### src/rtl/cmdseq_pkg.sv
package cmdseq_pkg;

    localparam int NUM_SLOTS = 4;
    localparam int SLOT_W    = $clog2(NUM_SLOTS);
    localparam int ADDR_W    = 3;
    localparam int DATA_W    = 32;
    localparam int REP_W     = 9;
    localparam int GAP_W     = 5;
    localparam int IDLE_W    = 9;
    localparam int DIR_W     = 2;
    localparam int ITER_W    = 8;
    localparam int WAIT_W    = 9;
    localparam int CNT_W     = (IDLE_W > WAIT_W) ? IDLE_W : WAIT_W;

    localparam logic [ITER_W-1:0] ITER_FOREVER = '1;
    localparam logic [ADDR_W-1:0] SEQ_ADDR     = ADDR_W'(NUM_SLOTS);

    typedef enum logic [2:0] {
        ST_IDLE,
        ST_ISSUE,
        ST_GAP,
        ST_SLOT_IDLE,
        ST_ITER_WAIT
    } seq_state_e;

    // packed LSB-first: reps at bit 0, gap, idle, dir on top
    typedef struct packed {
        logic [DIR_W-1:0]  dir;
        logic [IDLE_W-1:0] idle;
        logic [GAP_W-1:0]  gap;
        logic [REP_W-1:0]  reps;
    } slot_cfg_t;

    typedef struct packed {
        logic              trig_en;
        logic              stop_en;
        logic [SLOT_W-1:0] last_slot;
        logic [WAIT_W-1:0] wait_len;
    } seq_cfg_t;

    localparam int SLOT_CFG_W = $bits(slot_cfg_t);
    localparam int SEQ_CFG_W  = $bits(seq_cfg_t);

endpackage

### src/rtl/cmdseq_regs.sv
module cmdseq_regs
    import cmdseq_pkg::*;
(
    input  logic                               clk,
    input  logic                               rst_n,
    input  logic                               we_i,
    input  logic [ADDR_W-1:0]                  addr_i,
    input  logic [DATA_W-1:0]                  wdata_i,
    input  logic                               busy_i,
    input  logic                               iter_dec_i,
    input  logic                               iter_clr_i,
    output slot_cfg_t [NUM_SLOTS-1:0]          slots_o,
    output seq_cfg_t                           seq_o,
    output logic [ITER_W-1:0]                  iter_o
);

    typedef struct packed {
        slot_cfg_t [NUM_SLOTS-1:0] slots;
        seq_cfg_t                  seq;
        logic [ITER_W-1:0]         iter;
    } regs_t;

    regs_t regs_d, regs_q;

    logic [NUM_SLOTS-1:0] slot_hit;
    logic                 seq_hit;
    logic [ITER_W-1:0]    wr_iter;
    logic                 unused_bits;

    assign seq_hit     = we_i && (addr_i == SEQ_ADDR);
    assign wr_iter     = wdata_i[ITER_W-1:0];
    assign unused_bits = ^wdata_i[DATA_W-1:SLOT_CFG_W];

    for (genvar i = 0; i < NUM_SLOTS; i++) begin : g_slot_hit
        assign slot_hit[i] = we_i && !busy_i && (addr_i == ADDR_W'(i));

        assert_slot_frozen_R11: assert property (@(posedge clk) disable iff (!rst_n)
            (busy_i && we_i && addr_i == ADDR_W'(i)) |=> $stable(regs_q.slots[i]));
    end

    always_comb begin
        regs_d = regs_q;
        if (iter_clr_i) begin
            regs_d.iter = '0;
        end else if (iter_dec_i && regs_q.iter != ITER_FOREVER && regs_q.iter != '0) begin
            regs_d.iter = regs_q.iter - ITER_W'(1);
        end
        for (int i = 0; i < NUM_SLOTS; i++) begin
            if (slot_hit[i]) begin
                regs_d.slots[i] = wdata_i[SLOT_CFG_W-1:0];
            end
        end
        if (seq_hit) begin
            if (!busy_i) begin
                regs_d.seq  = wdata_i[ITER_W +: SEQ_CFG_W];
                regs_d.iter = wr_iter;
            end else if (wr_iter == '0) begin
                regs_d.iter = '0;
            end
        end
    end

    always_ff @(posedge clk) begin
        if (!rst_n) begin
            regs_q <= '0;
        end else begin
            regs_q <= regs_d;
        end
    end

    assign slots_o = regs_q.slots;
    assign seq_o   = regs_q.seq;
    assign iter_o  = regs_q.iter;

    assert_seq_frozen_R11: assert property (@(posedge clk) disable iff (!rst_n)
        (busy_i && seq_hit && wr_iter != '0) |=> $stable(regs_q.seq));

    assert_iter_kept_R11: assert property (@(posedge clk) disable iff (!rst_n)
        (busy_i && seq_hit && wr_iter != '0 && !iter_dec_i && !iter_clr_i) |=> $stable(regs_q.iter));

    assert_iter_dec_R6: assert property (@(posedge clk) disable iff (!rst_n)
        (iter_dec_i && !iter_clr_i && !we_i && regs_q.iter != ITER_FOREVER && regs_q.iter != '0)
        |=> regs_q.iter == $past(regs_q.iter) - ITER_W'(1));

    assert_forever_kept_R7: assert property (@(posedge clk) disable iff (!rst_n)
        (regs_q.iter == ITER_FOREVER && !iter_clr_i && !we_i) |=> regs_q.iter == ITER_FOREVER);

endmodule

### src/rtl/cmdseq_engine.sv
module cmdseq_engine
    import cmdseq_pkg::*;
(
    input  logic                      clk,
    input  logic                      rst_n,
    input  slot_cfg_t [NUM_SLOTS-1:0] slots_i,
    input  seq_cfg_t                  seq_i,
    input  logic [ITER_W-1:0]         iter_i,
    input  logic                      err_i,
    input  logic                      panic_i,
    output logic                      busy_o,
    output logic                      iter_dec_o,
    output logic                      iter_clr_o,
    output logic                      cmd_vld_o,
    output logic [SLOT_W-1:0]         cmd_slot_o,
    output logic [DIR_W-1:0]          cmd_dir_o,
    output logic                      idle_o,
    output logic                      done_o,
    output logic                      err_halt_o,
    output logic                      panic_o,
    output logic                      trig_o
);

    typedef struct packed {
        seq_state_e        state;
        logic [SLOT_W-1:0] slot;
        logic [REP_W-1:0]  rep;
        logic [CNT_W-1:0]  cnt;
        logic              done;
        logic              halted;
        logic              panicked;
        logic              trig;
    } eng_t;

    eng_t eng_d, eng_q;

    slot_cfg_t      cur;
    logic [REP_W:0] rep_nx;
    logic           rep_last;
    logic           slot_last;
    logic           slot_done;
    logic           busy;
    logic           dec;
    logic           clr;

    assign cur       = slots_i[eng_q.slot];
    assign rep_nx    = {1'b0, eng_q.rep} + (REP_W+1)'(1);
    assign rep_last  = rep_nx >= {1'b0, cur.reps};
    assign slot_last = eng_q.slot == seq_i.last_slot;
    assign busy      = eng_q.state != ST_IDLE;

    always_comb begin
        eng_d     = eng_q;
        slot_done = 1'b0;
        dec       = 1'b0;
        clr       = 1'b0;

        unique case (eng_q.state)
            ST_IDLE: begin
                if (iter_i != '0) begin
                    eng_d.state    = ST_ISSUE;
                    eng_d.slot     = '0;
                    eng_d.rep      = '0;
                    eng_d.done     = 1'b0;
                    eng_d.halted   = 1'b0;
                    eng_d.panicked = 1'b0;
                    eng_d.trig     = 1'b0;
                end
            end
            ST_ISSUE: begin
                if (!rep_last) begin
                    eng_d.rep = rep_nx[REP_W-1:0];
                    if (cur.gap != '0) begin
                        eng_d.state = ST_GAP;
                        eng_d.cnt   = CNT_W'(cur.gap) - CNT_W'(1);
                    end
                end else if (cur.idle != '0) begin
                    eng_d.state = ST_SLOT_IDLE;
                    eng_d.cnt   = CNT_W'(cur.idle) - CNT_W'(1);
                end else begin
                    slot_done = 1'b1;
                end
            end
            ST_GAP: begin
                if (eng_q.cnt == '0) begin
                    eng_d.state = ST_ISSUE;
                end else begin
                    eng_d.cnt = eng_q.cnt - CNT_W'(1);
                end
            end
            ST_SLOT_IDLE: begin
                if (eng_q.cnt == '0) begin
                    slot_done = 1'b1;
                end else begin
                    eng_d.cnt = eng_q.cnt - CNT_W'(1);
                end
            end
            ST_ITER_WAIT: begin
                if (eng_q.cnt == '0) begin
                    eng_d.state = ST_ISSUE;
                    eng_d.slot  = '0;
                    eng_d.rep   = '0;
                end else begin
                    eng_d.cnt = eng_q.cnt - CNT_W'(1);
                end
            end
            default: eng_d.state = ST_IDLE;
        endcase

        // end of a slot: advance slot, close the pass, or finish
        if (slot_done) begin
            eng_d.rep = '0;
            if (!slot_last) begin
                eng_d.state = ST_ISSUE;
                eng_d.slot  = eng_q.slot + SLOT_W'(1);
            end else begin
                dec = iter_i != ITER_FOREVER;
                if (iter_i == ITER_W'(1)) begin
                    eng_d.state = ST_IDLE;
                    eng_d.done  = 1'b1;
                end else if (seq_i.wait_len != '0) begin
                    eng_d.state = ST_ITER_WAIT;
                    eng_d.cnt   = CNT_W'(seq_i.wait_len) - CNT_W'(1);
                end else begin
                    eng_d.state = ST_ISSUE;
                    eng_d.slot  = '0;
                end
            end
        end

        // abnormal endings take precedence over normal progress
        if (busy && err_i) begin
            if (seq_i.trig_en) begin
                eng_d.trig = 1'b1;
            end
            if (seq_i.stop_en) begin
                eng_d.state  = ST_IDLE;
                eng_d.halted = 1'b1;
                eng_d.done   = 1'b0;
                clr          = 1'b1;
            end
        end
        if (busy && panic_i) begin
            eng_d.state    = ST_IDLE;
            eng_d.panicked = 1'b1;
            eng_d.done     = 1'b0;
            clr            = 1'b1;
        end
        if (busy && iter_i == '0) begin
            eng_d.state = ST_IDLE;
            eng_d.done  = 1'b0;
        end
    end

    always_ff @(posedge clk) begin
        if (!rst_n) begin
            eng_q <= '0;
        end else begin
            eng_q <= eng_d;
        end
    end

    assign busy_o     = busy;
    assign iter_dec_o = dec;
    assign iter_clr_o = clr;
    assign cmd_vld_o  = eng_q.state == ST_ISSUE;
    assign cmd_slot_o = eng_q.slot;
    assign cmd_dir_o  = cur.dir;
    assign idle_o     = !busy;
    assign done_o     = eng_q.done;
    assign err_halt_o = eng_q.halted;
    assign panic_o    = eng_q.panicked;
    assign trig_o     = eng_q.trig;

    assert_start_strobe_R2: assert property (@(posedge clk) disable iff (!rst_n)
        (!busy_o && iter_i != '0) |=> cmd_vld_o);

    assert_gap_quiet_R4: assert property (@(posedge clk) disable iff (!rst_n)
        (cmd_vld_o && !rep_last && cur.gap != '0) |=> !cmd_vld_o);

    assert_abort_idle_R7: assert property (@(posedge clk) disable iff (!rst_n)
        (busy_o && iter_i == '0) |=> (idle_o && !done_o));

    assert_err_halt_R8: assert property (@(posedge clk) disable iff (!rst_n)
        (busy_o && err_i && seq_i.stop_en) |=> (idle_o && err_halt_o && !cmd_vld_o));

    assert_trig_hold_R9: assert property (@(posedge clk) disable iff (!rst_n)
        (trig_o && !(idle_o && iter_i != '0)) |=> trig_o);

    assert_panic_abort_R10: assert property (@(posedge clk) disable iff (!rst_n)
        (busy_o && panic_i) |=> (idle_o && panic_o && !cmd_vld_o));

    assert_flags_cleared_R12: assert property (@(posedge clk) disable iff (!rst_n)
        (idle_o && iter_i != '0) |=> (!done_o && !err_halt_o && !panic_o));

endmodule

### src/rtl/cmdseq_top.sv
module cmdseq_top
    import cmdseq_pkg::*;
(
    input  logic              clk,
    input  logic              rst_n,
    input  logic              cfg_we,
    input  logic [ADDR_W-1:0] cfg_addr,
    input  logic [DATA_W-1:0] cfg_wdata,
    input  logic              err_in,
    input  logic              panic_in,
    output logic              cmd_vld,
    output logic [SLOT_W-1:0] cmd_slot,
    output logic [DIR_W-1:0]  cmd_dir,
    output logic              seq_idle,
    output logic              seq_done,
    output logic              err_halted,
    output logic              panic_abort,
    output logic              err_trig
);

    slot_cfg_t [NUM_SLOTS-1:0] slots;
    seq_cfg_t                  seq;
    logic [ITER_W-1:0]         iter;
    logic                      busy;
    logic                      iter_dec;
    logic                      iter_clr;

    cmdseq_regs u_regs (
        .clk        (clk),
        .rst_n      (rst_n),
        .we_i       (cfg_we),
        .addr_i     (cfg_addr),
        .wdata_i    (cfg_wdata),
        .busy_i     (busy),
        .iter_dec_i (iter_dec),
        .iter_clr_i (iter_clr),
        .slots_o    (slots),
        .seq_o      (seq),
        .iter_o     (iter)
    );

    cmdseq_engine u_engine (
        .clk        (clk),
        .rst_n      (rst_n),
        .slots_i    (slots),
        .seq_i      (seq),
        .iter_i     (iter),
        .err_i      (err_in),
        .panic_i    (panic_in),
        .busy_o     (busy),
        .iter_dec_o (iter_dec),
        .iter_clr_o (iter_clr),
        .cmd_vld_o  (cmd_vld),
        .cmd_slot_o (cmd_slot),
        .cmd_dir_o  (cmd_dir),
        .idle_o     (seq_idle),
        .done_o     (seq_done),
        .err_halt_o (err_halted),
        .panic_o    (panic_abort),
        .trig_o     (err_trig)
    );

endmodule

### config.mk
export PLATFORM = sky130hd
export DESIGN_NAME = cmdseq_top
export DESIGN_NICKNAME = d
export VERILOG_FILES = /design/src/rtl/cmdseq_pkg.sv /design/src/rtl/cmdseq_regs.sv /design/src/rtl/cmdseq_engine.sv /design/src/rtl/cmdseq_top.sv
export SDC_FILE = /design/constraint.sdc
export NUM_CORES = 1
export LEC_CHECK = 0
export CAP_MARGIN = 20
export CORE_MARGIN = 5
export CORE_UTILIZATION = 45
export CTS_CLUSTER_SIZE = 30
export DETAILED_ROUTE_END_ITERATION = 8
export GPL_ROUTABILITY_DRIVEN = 0
export GPL_TIMING_DRIVEN = 0
export PLACE_DENSITY_LB_ADDON = 0.3
export SYNTH_ARGS = -nofsm -noshare
export SYNTH_HDL_FRONTEND = slang
export SYNTH_SLANG_ARGS = --single-unit
### constraint.sdc
create_clock -name clk -period 5.5 [get_ports clk]
set_clock_uncertainty 0.15 [all_clocks]
set_input_delay 0.825 -clock clk [delete_from_list [all_inputs] [get_ports clk]]
set_output_delay 0.825 -clock clk [all_outputs]
set_load 0.05 [all_outputs]
==> results of run 1 <==
-- cells by family (layout without fill, tap and decap cells) --
kind of cell / Yosys count / after routing
compound gates: 224 / 224
xor+xnor: 30 / 30
fa+ha+maj: 17 / 17
buf+inv: 86 / 159
flops: 148 / 148
mux: 31 / 31
simple gates: 400 / 400
-- report_power, final --
group,internal (mW),switching (mW)
Combinational,0.289,0.505
Clock,0.638,0.447
Sequential,1.13,0.0499
-- placed cells by master, fill, tap and decap left out, types with 3 or more instances in the layout --
master	Yosys	layout
nand3_1	24	24
o211a_1	3	3
nor3_1	11	11
a21o_1	5	5
a21oi_1	146	146
mux2i_1	3	3
and3_1	4	4
and2_1	3	3
ha_1	17	17
nand2b_1	7	7
nor4_1	6	6
or2_2	5	5
or4_1	3	3
clkbuf_2	0	3
nor2b_1	4	4
clkbuf_1	52	53
o21ai_1	3	3
xnor2_1	14	14
o31ai_1	3	3
nand4_1	6	6
clkinv_2	0	4
buf_2	4	4
inv_1	26	26
xor2_1	16	16
clkdlybuf4s50_1	0	42
o221ai_1	9	9
nand2_1	271	271
clkinvlp_4	0	3
dfxtp_1	148	148
a31oi_1	3	3
nand4b_1	3	3
a211oi_1	8	8
o21ai_0	23	23
mux4_2	26	26
or3_1	9	9
nor2_1	32	32
clkbuf_16	0	17
-- critical path, stage by stage (launching register included) --
cell and delay, ns:
dfxtp_1 0.40, clkbuf_1 0.50, clkbuf_2 0.46, clkbuf_1 0.68, mux4_2 0.40, inv_1 0.05, ha_1 0.29, nand3_1 0.10
nor2_1 0.12, a21oi_1 0.16, and2_1 0.18, clkbuf_1 0.17, o31ai_1 0.65, nand2_1 0.23, and3b_1 0.25, a211oi_1 0.28
-- layer usage --
metal	track usage, %	wire length [um]	vias to the layer above
met5	0	0	-
met4	7.47	492	0
met3	4.72	1140	36
met2	35.6	10100	190
met1	29.9	9840	3253
li1	-	-	3367
-- state kept, by name, indices dropped and copies added, names as in the netlist --
register             count
u_engine.panic_o         1
u_regs.slots_o         100
u_engine.cmd_slot_o      2
u_engine.done_o          1
u_engine.eng_q          21
u_regs.iter_o            8
u_engine.err_halt_o      1
u_regs.seq_o            13
u_engine.trig_o          1
-- layout make-up --
type                       instances  area, um^2
inverter                          26        97.6
clock inverter                     9        81.3
buffer                            60         248
timing repair buffer              43         425
fill                            1550        7690
clock buffer                      21         460
multi-input combinational        702        4170
sequential                       148        2960
tap                              220         275
-- per-stage QoR --
stage / std cells / hold slack [ns] / power (mW)
final: 1229 / 0.303 / 3.06
after CTS: 1228 / 0.302 / 3.05
after floorplan: 936 / 0.279 / 1.74
after global routing: 1229 / 0.318 / 3.19
after detailed placement: 1198 / 0.294 / 1.98
after global placement: 1198 / 0.286 / 1.96
-- worst paths after layout --
path / end / cells past startpoint / slack [ns]
min: u_regs.slots_o[68] / 2 / 0.30
max: u_engine.eng_q[9] / 15 / 0.30
max reg2reg: u_engine.eng_q[9] / 15 / 0.30
min reg2reg: u_regs.slots_o[68] / 2 / 0.30
==> reports/results.ini, run 1 <==
[worst_setup_path]
r2r_start=u_engine.cmd_slot_o[1]
endpoint_kind=register
path_class=register to register
critPathLaunch=u_engine.cmd_slot_o[1]
start_kind=register
cp.required_ns=5.66
crit_fanout=10
cp_data_arrival_time_ns=5.37

[clocking]
clockRootBuffer=clkbuf_16
cts_tree=built
cts_resized=0
cts_buffers=17
clk_latency_ns=0.43
h-tree-depth=4
clock_sinks=148
post_cts_buffers=0
cts-hold-fix-buffers=0
clockBufferDepth=2
clk_pin_slew_ns=0.06

[sta]
relSlewSlack_pct=36.1
setup_viol=0
maxSlewViolCount=0
final.min_clock_period_ns=5.20
tightest_slew_ns=0.957
hold_viol_final=0
final.setup.worst_slack_ns=0.297
rsz0062_at_grt=false
fmax_ghz=0.192
tns_ns=0
period_share_pct=94.6

[logic_synthesis]
synth_area_um2=7470
yosys.cell_count.top_type=nand2_1
syn_area_per_cell_um2=7.98
async_flop_share_pct=0
synthMuxAreaShare_pct=8.59
synth.area.top_cells=dfxtp_1 (40%), nand2_1 (14%), a21oi_1 (9.8%)
ys_types=64
post-synth-top-area-cell=dfxtp_1
synth.top_cell.area_share_pct=39.7
ys_seq_area_share_pct=39.7
synth_ff_type=dfxtp_1
synthSimpleGateAreaFrac_pct=23.4
synth_seq_cells=148
synthCells=936
synth_compound_area_share_pct=17.4
synthXorXnorAreaFrac_pct=3.52
syn_nets=993
yosysWarnings=0
synth_top_family_by_area=simple AND/OR/NAND/NOR gates
synth_enable_flop_cells=0
synth_commonest_cells=nand2_1 (271), dfxtp_1 (148), a21oi_1 (146)
synth-adder-area-share_pct=2.85

[layout]
design_area_um2=8720
nets=1055
postLayoutCoreUtil_pct=53.2
insertedDiodeCount=0
area_growth_pct=16.8
drive_gt1_share_pct=8.03

[hold_path]
worstHoldPathType=register to register
worstHoldStart=u_regs.slots_o[68]

[run]
maxCapViolations=0

[placement]
dpl.hpwl_um=15600
port_buffers=42
place_area_um2=8170
place_ws_ns=0.190

[global_route]
grt_pass1_vias=6501
antenna_found_initial=0
grt_usage_pct=22.2
grt_pass1_wl_um=34700
grt-ovfl-total=0
grt_start_max_net_pins=17

[detailed_routing]
vias=6846
ant_nets=0
first_pass_iters=5
dr.first_iter.drc_count=634
drt-vias-per-instance=5.57
routed_wire_length_per_instance_um=17.6
drc=0
totalWireLength_um=21600

[power]
ir_drop_uv=222
p_per_area_nw_per_um2=350
power_leakage_nw=2.98

[floorplanning]
ios=50
row_count=47
die_width_um=139
die_y_um=139
coreArea_um2=16400
dieArea_um2=19300
initial_core_util_pct=45.5

[run_status]
status=completed

(Power assumes the default switching activity.)
==> inputs of run 2 (changes only) <==
==> constraint.sdc (replaced) <==
create_clock -name clk -period 5.5 [get_ports clk]
set_clock_uncertainty 0.15 [all_clocks]
set_input_delay 0.825 -clock clk [delete_from_list [all_inputs] [get_ports clk]]
set_output_delay 0.825 -clock clk [all_outputs]
set_load 0.02 [all_outputs]
==> results of run 2 <==
Same layout as run 1 (identical final DEF). Status: completed.
Main changes from that run: total power 3.06 mW -> 3.04 mW
==> inputs of run 3 (changes only) <==
--- a/config.mk
+++ b/config.mk
@@ -7,7 +7,7 @@
 export LEC_CHECK = 0
 export CAP_MARGIN = 20
 export CORE_MARGIN = 5
-export CORE_UTILIZATION = 45
+export CORE_UTILIZATION = 25
 export CTS_CLUSTER_SIZE = 30
 export DETAILED_ROUTE_END_ITERATION = 8
 export GPL_ROUTABILITY_DRIVEN = 0
==> run 3 against run 2 <==
Net effect: register-to-register slack gained 0.20 ns; critical endpoint unchanged; die area grew 73%; global-route usage shrank 8.1 points; critical path type unchanged; combinational power grew 1%; critical path depth shrank 1; highest routed layer unchanged; hold slack lost 0.0010 ns; count of clock-buffer cells in the layout shrank 1; via count shrank 0.35%.
==> reports/results.ini, run 3 (synthesized netlist as in run 1, its figures left out) <==
[sta]
hold_viol_final=0
fmax_ghz=0.200
maxSlewViolCount=0
tns_ns=0
relSlewSlack_pct=22.8
final.min_clock_period_ns=5.00
tightest_slew_ns=1.14
setup_viol=0
period_share_pct=90.9
rsz0062_at_grt=false
hold_slack_ns=0.302

[detailed_routing]
drc=0
vias=6822
routed_wire_length_per_instance_um=16.8
first_pass_iters=6
totalWireLength_um=23600
drt-vias-per-instance=4.87
ant_nets=0
dr.first_iter.drc_count=547

[placement]
dpl.cell_count=1369
place_area_um2=8390
port_buffers=42
dpl.hpwl_um=17400

[hold_path]
min_path_cells=2
worstHoldPathType=register to register

[global_route]
grt_pass1_wl_um=36800
grt-ovfl-total=0
antenna_found_initial=0
grt_start_max_net_pins=17
grt_pass1_vias=6409
grt_usage_pct=14.1

[clocking]
cts_buffers=17
h-tree-depth=4
clk_pin_slew_ns=0.07
cts-hold-fix-buffers=0
cts_tree=built
clockRootBuffer=clkbuf_16
clock_sinks=148
clk_latency_ns=0.43
clockBufferDepth=2

[layout]
regArea_um2=2960
nets=1055
multi_input_area_um2=4170
insertedDiodeCount=0
fin_cells=1400
fill_cells=3141
largest_register_ffs=100
layout_common_cells=nand2_1 (271), dfxtp_1 (148), a21oi_1 (146)
design_area_um2=9040
drive_gt1_share_pct=8.42
area_growth_pct=21.0
final_common_cell=nand2_1
postLayoutCoreUtil_pct=30.6

[run_status]
status=completed

[worst_setup_path]
endpoint_kind=register
cp_data_arrival_time_ns=5.17
path_class=register to register
worstRegToRegCells=14
cp.required_ns=5.67
start_kind=register
crit_fanout=10

[power]
power_leakage_nw=3.03
p_per_area_nw_per_um2=357
ir_drop_uv=218

[run]
maxCapViolations=0

[floorplanning]
coreArea_um2=29600
ios=50
dieArea_um2=33400
die_width_um=183
row_count=63
die_y_um=183
initial_core_util_pct=25.3

## run 3: path summary, 6_finish.rpt
| check | startpoint | endpoint | slack, ns |
|---|---|---|---|
| worst min-delay path | u_regs.slots_o[96] | u_regs.slots_o[96] | 0.30 |
| worst max-delay path | u_engine.cmd_slot_o[0] | u_engine.eng_q[9] | 0.50 |
| worst min register to register | u_regs.slots_o[96] | u_regs.slots_o[96] | 0.30 |
| worst max register to register | u_engine.cmd_slot_o[0] | u_engine.eng_q[9] | 0.50 |
## run 3: cell type report
type / instances / share of cell area, %
buffer: 60 / 2.76
clock buffer: 20 / 5.16
clock inverter: 11 / 1.92
inverter: 26 / 1.08
multi-input combinational: 702 / 46.2
sequential: 148 / 32.8
tap: 390 / 5.40
timing repair buffer: 43 / 4.74
## run 3: power breakdown
group          internal [mW]  total (mW)  switching [mW]
sequential              1.13        1.18          0.0510
clock                  0.796        1.26           0.469
combinational          0.296       0.787           0.491
total                   2.22        3.23            1.01
## run 3: routing by layer
metal	share of wire (%)	global-route usage, %	vias to the layer above
met1	47	18.6	3240
met3	3.4	2.52	37
met5	0	0	-
li1	-	-	3381
met4	3.0	5.63	0
met2	47	22.8	164
## run 3: through the flow
| stage | setup slack (ns) | power [mW] |
|---|---|---|
| floorplan | 1.34 | 1.72 |
| global placement | 0.0672 | 1.97 |
| detailed placement | 0.102 | 1.98 |
| CTS | 0.0877 | 3.25 |
| global route | 0.0623 | 3.38 |
| finish | 0.500 | 3.23 |
## run 3: what timing repair did
item,CTS,global route
endpoints found under the hold margin,0,0
endpoints found under the setup margin,0,9
gates resized for setup,0,6
buffers inserted,0,0
## run 3: critical path: stages (launching register included)
cell	delay, ns
dfxtp_1	0.42
buf_2	0.38
buf_2	0.42
clkbuf_2	0.47
mux4_2	0.62
ha_1	0.30
nor2b_1	0.04
o21ai_0	0.16
a21oi_1	0.17
and2_1	0.18
clkbuf_1	0.17
o31ai_1	0.63
nand2_1	0.24
and3b_1	0.26
a211oi_1	0.26
